File: src/rtl/i2c_line_pkg.sv
`timescale 1ns/1ps
package i2c_line_pkg;

  typedef enum logic [3:0] {
    MS_IDLE,
    MS_SREL,
    MS_SLOW,
    MS_HOLD,
    MS_BSET,
    MS_BSMP,
    MS_ASET,
    MS_ASMP,
    MS_PLOW,
    MS_PREL
  } mst_state_e;

  typedef struct packed {
    logic start;
    logic rstart;
    logic stop;
  } bus_ev_t;

endpackage

File: src/rtl/i2c_line_sync.sv
`timescale 1ns/1ps
module i2c_line_sync #(
  parameter int WIDTH  = 2,
  parameter int STAGES = 2
) (
  input  logic             clk,
  input  logic             rst_n,
  input  logic [WIDTH-1:0] d_in,
  output logic [WIDTH-1:0] q_out
);

  for (genvar g = 0; g < WIDTH; g++) begin : g_bit
    logic [STAGES-1:0] chain;
    always_ff @(posedge clk or negedge rst_n) begin
      if (!rst_n) chain <= '1;
      else        chain <= {chain[STAGES-2:0], d_in[g]};
    end
    assign q_out[g] = chain[STAGES-1];
  end

endmodule

File: src/rtl/i2c_line_cond.sv
`timescale 1ns/1ps
module i2c_line_cond
  import i2c_line_pkg::*;
(
  input  logic    clk,
  input  logic    rst_n,
  input  logic    scl_s,
  input  logic    sda_s,
  output bus_ev_t ev,
  output logic    busy
);

  logic scl_q, sda_q;
  logic seen_fall, seen_rise;

  assign seen_fall = scl_s & scl_q & sda_q & ~sda_s;
  assign seen_rise = scl_s & scl_q & ~sda_q & sda_s;

  always_ff @(posedge clk or negedge rst_n) begin
    if (!rst_n) begin
      scl_q <= 1'b1;
      sda_q <= 1'b1;
      ev    <= '0;
      busy  <= 1'b0;
    end else begin
      scl_q     <= scl_s;
      sda_q     <= sda_s;
      ev.start  <= seen_fall & ~busy;
      ev.rstart <= seen_fall & busy;
      ev.stop   <= seen_rise;
      if (seen_fall)      busy <= 1'b1;
      else if (seen_rise) busy <= 1'b0;
    end
  end

endmodule

File: src/rtl/i2c_line_byte.sv
`timescale 1ns/1ps
module i2c_line_byte #(
  parameter int DATA_W = 8
) (
  input  logic              clk,
  input  logic              rst_n,
  input  logic              load,
  input  logic [DATA_W-1:0] load_val,
  input  logic              shift_en,
  input  logic              shift_bit,
  input  logic              ack_we,
  input  logic              ack_bit,
  input  logic              done,
  input  logic              res_ready,
  output logic              sh_msb,
  output logic              res_valid,
  output logic [DATA_W-1:0] res_data,
  output logic              res_ack
);

  logic [DATA_W-1:0] shreg;
  logic              ackreg;

  always_ff @(posedge clk or negedge rst_n) begin
    if (!rst_n) begin
      shreg     <= '0;
      ackreg    <= 1'b1;
      res_valid <= 1'b0;
    end else begin
      if (load)          shreg <= load_val;
      else if (shift_en) shreg <= {shreg[DATA_W-2:0], shift_bit};
      if (ack_we)        ackreg <= ack_bit;
      if (done)           res_valid <= 1'b1;
      else if (res_ready) res_valid <= 1'b0;
    end
  end

  assign sh_msb   = shreg[DATA_W-1];
  assign res_data = shreg;
  assign res_ack  = ackreg;

endmodule

File: src/rtl/i2c_line_seq.sv
`timescale 1ns/1ps
module i2c_line_seq
  import i2c_line_pkg::*;
#(
  parameter int DATA_W = 8
) (
  input  logic clk,
  input  logic rst_n,
  input  logic stb_low,
  input  logic stb_high,
  input  logic sda_s,
  input  logic bus_busy,
  input  logic cmd_start,
  input  logic cmd_stop,
  input  logic op_valid,
  input  logic op_write,
  input  logic op_ack_send,
  input  logic res_valid,
  input  logic sh_msb,
  output logic op_ready,
  output logic sda_oe,
  output logic arb_lost,
  output logic load,
  output logic shift_en,
  output logic shift_bit,
  output logic ack_we,
  output logic ack_bit,
  output logic done
);

  localparam int CW = (DATA_W > 1) ? $clog2(DATA_W) : 1;
  localparam logic [CW-1:0] LAST_BIT = CW'(DATA_W - 1);

  mst_state_e    state;
  logic [CW-1:0] bit_cnt;
  logic          wr_q, ack_q;
  logic          lose;

  assign op_ready  = (state == MS_HOLD) && !res_valid;
  assign load      = op_ready && op_valid;
  assign lose      = (state == MS_BSMP) && stb_high && wr_q && !sda_oe && !sda_s;
  assign shift_en  = (state == MS_BSMP) && stb_high && !lose;
  assign shift_bit = sda_s;
  assign done      = (state == MS_ASMP) && stb_high;
  assign ack_we    = done;
  assign ack_bit   = sda_s;

  always_ff @(posedge clk or negedge rst_n) begin
    if (!rst_n) begin
      state    <= MS_IDLE;
      bit_cnt  <= '0;
      wr_q     <= 1'b0;
      ack_q    <= 1'b1;
      sda_oe   <= 1'b0;
      arb_lost <= 1'b0;
    end else begin
      arb_lost <= 1'b0;
      case (state)
        MS_IDLE: begin
          sda_oe <= 1'b0;
          if (cmd_start && !bus_busy) state <= MS_SREL;
        end
        MS_SREL: if (stb_low) begin
          sda_oe <= 1'b0;
          state  <= MS_SLOW;
        end
        MS_SLOW: if (stb_high) begin
          sda_oe <= 1'b1;
          state  <= MS_HOLD;
        end
        MS_HOLD: begin
          if (load) begin
            wr_q    <= op_write;
            ack_q   <= op_ack_send;
            bit_cnt <= '0;
            state   <= MS_BSET;
          end else if (cmd_start) begin
            state <= MS_SREL;
          end else if (cmd_stop) begin
            state <= MS_PLOW;
          end
        end
        MS_BSET: if (stb_low) begin
          sda_oe <= wr_q & ~sh_msb;
          state  <= MS_BSMP;
        end
        MS_BSMP: if (stb_high) begin
          if (lose) begin
            sda_oe   <= 1'b0;
            arb_lost <= 1'b1;
            state    <= MS_IDLE;
          end else begin
            bit_cnt <= bit_cnt + 1'b1;
            state   <= (bit_cnt == LAST_BIT) ? MS_ASET : MS_BSET;
          end
        end
        MS_ASET: if (stb_low) begin
          sda_oe <= ~wr_q & ~ack_q;
          state  <= MS_ASMP;
        end
        MS_ASMP: if (stb_high) state <= MS_HOLD;
        MS_PLOW: if (stb_low) begin
          sda_oe <= 1'b1;
          state  <= MS_PREL;
        end
        MS_PREL: if (stb_high) begin
          sda_oe <= 1'b0;
          state  <= MS_IDLE;
        end
        default: begin
          sda_oe <= 1'b0;
          state  <= MS_IDLE;
        end
      endcase
    end
  end

endmodule

File: src/rtl/i2c_line_unit.sv
`timescale 1ns/1ps
module i2c_line_unit
  import i2c_line_pkg::*;
#(
  parameter int DATA_W      = 8,
  parameter int SYNC_STAGES = 2
) (
  input  logic              clk,
  input  logic              rst_n,
  input  logic              scl_pin,
  input  logic              sda_pin,
  input  logic              stb_low,
  input  logic              stb_high,
  input  logic              cmd_start,
  input  logic              cmd_stop,
  input  logic              op_valid,
  output logic              op_ready,
  input  logic              op_write,
  input  logic [DATA_W-1:0] op_data,
  input  logic              op_ack_send,
  output logic              res_valid,
  input  logic              res_ready,
  output logic [DATA_W-1:0] res_data,
  output logic              res_ack,
  output logic              sda_oe,
  output logic              bus_busy,
  output logic              ev_start,
  output logic              ev_rstart,
  output logic              ev_stop,
  output logic              arb_lost
);

  logic [1:0] pins_s;
  logic       scl_s, sda_s;
  bus_ev_t    ev;
  logic       load, shift_en, shift_bit, ack_we, ack_bit, done, sh_msb;

  i2c_line_sync #(.WIDTH(2), .STAGES(SYNC_STAGES)) u_sync (
    .clk   (clk),
    .rst_n (rst_n),
    .d_in  ({scl_pin, sda_pin}),
    .q_out (pins_s)
  );

  assign scl_s = pins_s[1];
  assign sda_s = pins_s[0];

  i2c_line_cond u_cond (
    .clk   (clk),
    .rst_n (rst_n),
    .scl_s (scl_s),
    .sda_s (sda_s),
    .ev    (ev),
    .busy  (bus_busy)
  );

  assign ev_start  = ev.start;
  assign ev_rstart = ev.rstart;
  assign ev_stop   = ev.stop;

  i2c_line_byte #(.DATA_W(DATA_W)) u_byte (
    .clk       (clk),
    .rst_n     (rst_n),
    .load      (load),
    .load_val  (op_data),
    .shift_en  (shift_en),
    .shift_bit (shift_bit),
    .ack_we    (ack_we),
    .ack_bit   (ack_bit),
    .done      (done),
    .res_ready (res_ready),
    .sh_msb    (sh_msb),
    .res_valid (res_valid),
    .res_data  (res_data),
    .res_ack   (res_ack)
  );

  i2c_line_seq #(.DATA_W(DATA_W)) u_seq (
    .clk         (clk),
    .rst_n       (rst_n),
    .stb_low     (stb_low),
    .stb_high    (stb_high),
    .sda_s       (sda_s),
    .bus_busy    (bus_busy),
    .cmd_start   (cmd_start),
    .cmd_stop    (cmd_stop),
    .op_valid    (op_valid),
    .op_write    (op_write),
    .op_ack_send (op_ack_send),
    .res_valid   (res_valid),
    .sh_msb      (sh_msb),
    .op_ready    (op_ready),
    .sda_oe      (sda_oe),
    .arb_lost    (arb_lost),
    .load        (load),
    .shift_en    (shift_en),
    .shift_bit   (shift_bit),
    .ack_we      (ack_we),
    .ack_bit     (ack_bit),
    .done        (done)
  );

endmodule

File: config.mk
export PLATFORM = sky130hd
export DESIGN_NAME = i2c_line_unit
export DESIGN_NICKNAME = d
export VERILOG_FILES = /design/src/rtl/i2c_line_pkg.sv /design/src/rtl/i2c_line_sync.sv /design/src/rtl/i2c_line_cond.sv /design/src/rtl/i2c_line_byte.sv /design/src/rtl/i2c_line_seq.sv /design/src/rtl/i2c_line_unit.sv
export SDC_FILE = /design/constraint.sdc
export NUM_CORES = 1
export LEC_CHECK = 0
export BUFFER_PORTS_ARGS = -buffer_cell sky130_fd_sc_hd__buf_4
export CORE_MARGIN = 1.5
export CORE_UTILIZATION = 53
export CTS_CLUSTER_DIAMETER = 60
export DETAILED_ROUTE_END_ITERATION = 16
export GPL_TIMING_DRIVEN = 0
export PLACE_DENSITY = 0.85
export SYNTH_ARGS = -nofsm -noshare
export SYNTH_HDL_FRONTEND = slang
export SYNTH_HIERARCHICAL = 1
export SYNTH_SLANG_ARGS = --single-unit
File: constraint.sdc
create_clock -name clk -period 1.8 [get_ports clk]
set_input_delay 0.36 -clock clk [delete_from_list [all_inputs] [get_ports clk]]
set_output_delay 0.36 -clock clk [all_outputs]
set_load 0.01 [all_outputs]
==> summary.txt, run 1 <==
Timing
  • Worst Setup Slack, final: -15.59 ps
  • Final setup TNS: -15.59 ps
  • Slew headroom: 68.70%
  • Clk_skew: 8.469 ps
  • Final worst path period need: between 1500 and 2000 ps
  • Hold Vio Cnt, Final: 0
  • Worst Tran Pin Value: 462.2 ps
  • Finish-stage setup viols: 1
  • Final Slew Violations: 0
  • FMAX: 550.8 MHz
  • Final period utilization: 100.9%
  • RSZ-0062 raised after global routing: true

GRT
  • Gr ovfl total: 0
  • Vias in the first global route: 1300
  • Gr usage total: approximately 23%
  • Gr busiest metal: met2
  • Met1 Usage GRT: 27.43%
  • Met3 usage: 6.122%
  • Initial antenna violation count: 0
  • Met2 usage: between 30% and 40%
  • First-pass GRT wire length: roughly 5.6 mm
  • Largest net degree at the start of global routing: 32

Final layout
  • Final instance area: 0.001968 mm²
  • Most frequent cells in the layout: buf_4, dfrtp_1, nand2_1
  • Register area: 785.8 µm²
  • Fillcell total: approximately 220
  • Fin nets: 218
  • Layout cells sized above 1: between 30 and 40%
  • Ant. Diodes: 0
  • Area of the multi-input gates: 670.6 µm²
  • Area grow syn2layout: 24.84%
  • Leading cell type in the layout, fill and taps excluded: buf_4

Detailed routing
  • Routed vias: 1310
  • Initial DRC count: between 40 and 50
  • Post-Route WL: 3.486 mm
  • Via-per-instance ratio: 5.746
  • DRC: 0
  • WL/cell: 15.29 µm
  • Final ANT Viol Nets: 0
  • DRT Pass-1 Iters: 4

Synthesis
  • Yosys warns: 6
  • Top_reg_cell synth: dfrtp_1
  • Number of synthesized flops with an enable pin: 0
  • Asr flop ratio synth: 100.0%
  • Netlist cell types: 50
  • Synthesized cell area: about 0.0016 mm²
  • Syn Area/Cell: 10.51 µm²
  • Synth Register Bits: 31
  • Total nets after synthesis: approximately 170
  • Seq/Total Area, Yosys: 49.84%
  • Post-Synthesis Cells: 150

Clock tree
  • Worst-path clk slew: around 100 ps
  • Root Driver: clkbuf_4
  • H-tree depth: 2
  • CTS buffer count: 5
  • Clk Latency, worst-skew pair: around 340 ps
  • Max Buffers Root-to-Sink: 2
  • CTS Sinks: 31
  • TritonCTS clock tree: done

Floorplan
  • Die width: 57.54 µm
  • Starting Density: 56.68%
  • Die area: 0.003311 mm²
  • Die Span Y: 57.54 µm
  • FP Rows: 19
  • Num ports: 37
  • Core area: roughly 0.0028 mm²

Setup path
  • Worst Setup SP: u_seq/state[3]$_DFFE_PN0P_
  • Reg2reg start: u_seq/state[3]$_DFFE_PN0P_
  • Type of destination of the critical path: register
  • Crit path DAT: 2040 ps
  • Critical Path Start Type: register
  • Critical Path RT: 2020 ps
  • R2R Setup Slk: -20 ps
  • Crit path capture: u_byte/res_data[6]$_DFFE_PN0P_
  • R2r endpoint: u_byte/res_data[6]$_DFFE_PN0P_
  • R2R depth: 8
  • CP max FO: 8
  • WS Path Type: register to register

Placed design
  • GP Congestion: 0.9477
  • Placed cell area: 0.001878 mm²
  • Port bufs: 35
  • DP HPWL: 2.506 mm

Hold path
  • Hold Path Class: primary input to register
  • Hold path depth: 1
  • Worst hold start: sda_pin

Pwr
  • Leak pwr: 0.0009589 µW
  • Worst VDD drop: 988.3 µV
  • Pwr dens: 1412 mW/mm²

Outcome
  • Status: finished, violations left
  • Violated checks: negative setup slack

Job
  • # Max-Cap Violations: 0
-- per-stage QoR --
stage / utilization, % / cells / hold WS [ps] / setup slack [ps] / power, µW
2_1_floorplan: - / 150 / 64.41 / 189.1 / 1913
3_3_place_gp: 67.52 / 216 / 306.1 / 56.52 / 2260
3_5_place_dp: 67.52 / 216 / 309.3 / 15.35 / 2329
4_1_cts: 69.82 / 225 / 114.5 / 20.75 / 2716
5_1_grt: 70.76 / 228 / 108.3 / -110.8 / 2956
6_report: 70.76 / 228 / 126.4 / -15.59 / 2779
-- report_power, final --
| part | internal (µW) | switching, µW |
|---|---|---|
| sequential | 915 | 193 |
| clock | 152 | 229 |
| combinational | 661 | 630 |
-- worst max-delay path, cell delays in order (launching register included) --
cell	delay, ps
dfrtp_1	400
and2b_4	280
nand3b_1	190
a21oi_2	190
nand2_1	90
inv_1	90
buf_6	150
mux2i_2	230
o21ai_1	80
-- routing by layer --
layer / wire length (µm) / share of wire, % / vias to the layer above
li1: - / - / 616
met1: 1395 / 40 / 634
met2: 1753 / 50 / 50
met3: 258 / 7.4 / 10
met4: 78 / 2.2 / 0
met5: 0 / 0 / -
-- flip-flops by register name, indices dropped and copies added (netlist names), 3 cells and up --
name and count:
u_byte/res_data 8, u_cond/ev 3, u_seq/bit_cnt 3, u_seq/state 4, u_sync/g_bit.chain 4
-- synthesized netlist by cell type, types with 2 or more instances --
cell | n | area (µm²)
mux2_1 | 4 | 45.04
buf_4 | 7 | 52.55
o21bai_1 | 2 | 15.01
buf_2 | 3 | 15.01
dfrtp_1 | 23 | 575.6
buf_6 | 2 | 22.52
a21o_1 | 2 | 15.01
dfstp_2 | 8 | 210.2
ha_1 | 2 | 25.02
o21ai_1 | 8 | 40.04
nor3_1 | 3 | 15.01
nand2_1 | 16 | 60.06
o21ai_0 | 3 | 15.01
a21oi_1 | 5 | 25.02
mux2i_1 | 9 | 90.09
inv_1 | 8 | 30.03
nor2_1 | 12 | 45.04
-- cell type report --
class / instances / share of cell area [%]
clock inverters: 1 / 0.2543
multi-input cells: 97 / 34.07
flip-flops and latches: 31 / 39.92
repair buffers: 39 / 15.00
well taps: 31 / 1.971
inverters: 9 / 1.716
plain buffers: 13 / 4.768
clock buffers: 7 / 2.289
-- cells by family after synthesis --
family | count (synthesis) | share of synthesized area (%)
xor gates and xnor gates | 2 | 1.111
and+or+nand+nor | 44 | 14.13
AOI/OAI and AO/OA | 34 | 15.00
buffers and inverters | 22 | 8.094
adders and majority gates | 2 | 1.587
DFF | 31 | 49.84
muxes | 15 | 10.24
-- worst min-delay path by stage --
stage	end	slack, ps
finish	u_sync/g_bit[0].chain[0]$_DFF_PN1_	130
global route	u_sync/g_bit[0].chain[0]$_DFF_PN1_	110
CTS	u_sync/g_bit[0].chain[0]$_DFF_PN1_	110
detailed placement	u_seq/sda_oe$_DFFE_PN0P_	310
global placement	u_seq/sda_oe$_DFFE_PN0P_	310
floorplan	u_byte/res_data[0]$_DFFE_PN0P_	60
-- what timing repair did --
action | CTS | global route
setup buffers | 0 | 3
endpoints found under the hold margin | 23 | 0
endpoints found under the setup margin | 1 | 10
pin swaps | 0 | 2
resized for setup | 1 | 1
hold buffers | 1 | 0
(Power assumes the default switching activity.)
==> run 2, diff against run 1 <==
--- a/config.mk
+++ b/config.mk
@@ -10,7 +10,6 @@
 export CORE_UTILIZATION = 53
 export CTS_CLUSTER_DIAMETER = 60
 export DETAILED_ROUTE_END_ITERATION = 16
-export GPL_TIMING_DRIVEN = 0
 export PLACE_DENSITY = 0.85
 export SYNTH_ARGS = -nofsm -noshare
 export SYNTH_HDL_FRONTEND = slang
==> constraint.sdc (replaced) <==
create_clock -name clk -period 1.8 [get_ports clk]
set_input_delay 0.09 -clock clk [delete_from_list [all_inputs] [get_ports clk]]
set_output_delay 0.09 -clock clk [all_outputs]
set_load 0.01 [all_outputs]
==> run 2 against run 1 <==
The run now ends clean. Critical path depth decreased by 2. Final cell count increased by 1.3%. Power increased by 6.4%. Clock skew increased by 1.9 ps. Global-route usage increased by 0.11 points. Non-clock buffer count increased by 3. Fmax increased by 2.1%. Critical path type unchanged. Critical endpoint is now u_seq/state[0]$_DFFE_PN0P_. Largest power group unchanged.
==> summary.txt, run 2 (synthesis results as in run 1) <==
Hold path
  • Hold Path Class: primary input to register
  • Worst hold endpoint: u_seq/state[3]$_DFFE_PN0P_
  • Hold path depth: 2
  • Worst hold start: cmd_stop

Final layout
  • Layout cells sized above 1: 35.50%
  • Leading cell type in the layout, fill and taps excluded: buf_4
  • Ant. Diodes: 0
  • Post-Layout Cell Count: 231
  • Fillcell total: 185
  • Final core occ: 75.39%
  • Most frequent cells in the layout: buf_4, dfrtp_1, nand2_1
  • Max FFs per register: 8
  • Register area: 789.5 µm²
  • Area grow syn2layout: 33.02%
  • Fin nets: 221
  • Area of the multi-input gates: 678.2 µm²

Clock tree
  • Clk Latency, worst-skew pair: 320 ps
  • CTS Sinks: 31
  • TritonCTS clock tree: done
  • Root Driver: clkbuf_4
  • H-tree depth: 2
  • Max Buffers Root-to-Sink: 2
  • Worst-path clk slew: 90 ps
  • CTS buffer count: 5

Timing
  • Clk_skew: 10.33 ps
  • Worst Tran Pin Value: around 400 ps
  • Hold Vio Cnt, Final: 0
  • FMAX: 562.1 MHz
  • Finish-stage setup viols: 0
  • Final worst path period need: around 1800 ps
  • Slew headroom: 73.80%
  • Final period utilization: 98.83%
  • Final Slew Violations: 0

Outcome
  • Status: finished, final reports clean

Detailed routing
  • WL/cell: 15.31 µm
  • Via-per-instance ratio: ~5.6
  • Post-Route WL: 3.537 mm
  • DRC: 0
  • Initial DRC count: 83
  • DRT Pass-1 Iters: 4
  • Final ANT Viol Nets: 0
  • Routed vias: 1287

Job
  • # Max-Cap Violations: 0

Placed design
  • DP HPWL: 2.367 mm
  • GP Congestion: 0.8822
  • Port bufs: 36
  • Placed insts: 210

Floorplan
  • FP Rows: 19
  • Core area: 0.002781 mm²
  • Die area: 0.003311 mm²
  • Die width: approximately 58 µm
  • Starting Density: between 50 and 60%
  • Num ports: 37
  • Die Span Y: 57.54 µm

Pwr
  • Tot Pwr: 2957 µW
  • Switching Fraction: 35.42%
  • Power Internal: between 1500 and 2000 µW
  • Worst VDD drop: about 1000 µV
  • Pwr dens: 1410 mW/mm²
  • Combinational share of power: 41.9%
  • Sequential group share of total power: 39.2%
  • Total net switching power: 1047 µW
  • Leak pwr: around 0.00099 µW
  • Clock power frac: roughly a fifth

Setup path
  • Crit path DAT: about 2000 ps
  • Critical Path Start Type: register
  • R2R Setup Slk: 20 ps
  • R2R depth: 6
  • CP max FO: 12
  • R2r endpoint: u_seq/state[0]$_DFFE_PN0P_
  • WS Path Type: register to register
  • Type of destination of the critical path: register
  • Critical Path RT: roughly 2000 ps
  • Reg2reg start: u_seq/state[3]$_DFFE_PN0P_

GRT
  • Gr usage total: 23.02%
  • Vias in the first global route: approximately 1200
  • Gr ovfl total: 0
  • First-pass GRT wire length: around 5.8 mm
  • Initial antenna violation count: 0
  • Largest net degree at the start of global routing: 32
## run 2: final cells by class
type                            count  share of cell area [%]
Inverter                            9                   1.611
Timing Repair Buffer               55                   22.43
Clock buffer                        6                   2.446
Sequential cell                    31                   37.65
Tap cell                           31                   1.850
Multi-Input combinational cell     97                   32.34
Clock inverter                      2                   1.671
## run 2: stage by stage
stage                     instance area (µm²)  TNS [ps]  hold slack [ps]  worst slack, ps
final                                    2097         0            34.05            21.07
after CTS                                2078         0            16.74            11.98
after detailed placement                 1862         0            38.64            20.35
after global routing                     2097    -42.30            42.80           -42.30
after global placement                   1862         0            36.04            106.6
after floorplan                          1577         0           -205.6            189.1
## run 2: per-layer routing
metal / track usage [%] / share of wire (%) / vias up / wire, µm
li1: - / - / 617 / -
met1: 31.31 / 42 / 610 / 1499
met2: 37.50 / 50 / 58 / 1774
met3: 5.669 / 7.0 / 2 / 246
met4: 4.983 / 0.48 / 0 / 17
met5: 0 / 0 / - / 0
## run 2: timing repair
item                                    CTS  global route
hold endpoints to repair                 43             0
endpoints found under the setup margin    0            13
hold buffers                             13             0
resized for setup                         0             6
buffers inserted                          0             0
## run 2: how the worst max path moves through the flow
stage | from | endpoint | cells after the start
2_1_floorplan | u_seq/state[3]$_DFFE_PN0P_ | u_seq/bit_cnt[1]$_DFFE_PN0P_ | 5
3_5_place_dp | u_seq/state[0]$_DFFE_PN0P_ | u_seq/bit_cnt[2]$_DFFE_PN0P_ | 5
5_1_grt | u_seq/state[3]$_DFFE_PN0P_ | u_seq/state[0]$_DFFE_PN0P_ | 6
6_report | u_seq/state[3]$_DFFE_PN0P_ | u_seq/state[0]$_DFFE_PN0P_ | 6
3_3_place_gp | u_seq/state[0]$_DFFE_PN0P_ | u_seq/state[0]$_DFFE_PN0P_ | 4
4_1_cts | u_seq/state[0]$_DFFE_PN0P_ | u_seq/state[0]$_DFFE_PN0P_ | 5
## run 2: power by group through the flow
stage                     logic, µW  clock network, µW  registers (µW)
after floorplan                 809                  0            1100
after global placement         1130                  0            1140
after detailed placement       1170                  0            1150
after CTS                      1200                568            1140
after global routing           1360                600            1190
final                          1240                558            1160
## run 2: worst max-delay path, cell delays in order (launching register included)
cell       delay [ps]
dfrtp_1           380
buf_4             170
nand4bb_1         240
or4_4             520
o311ai_2          110
a21oi_1            80
o22ai_1           180
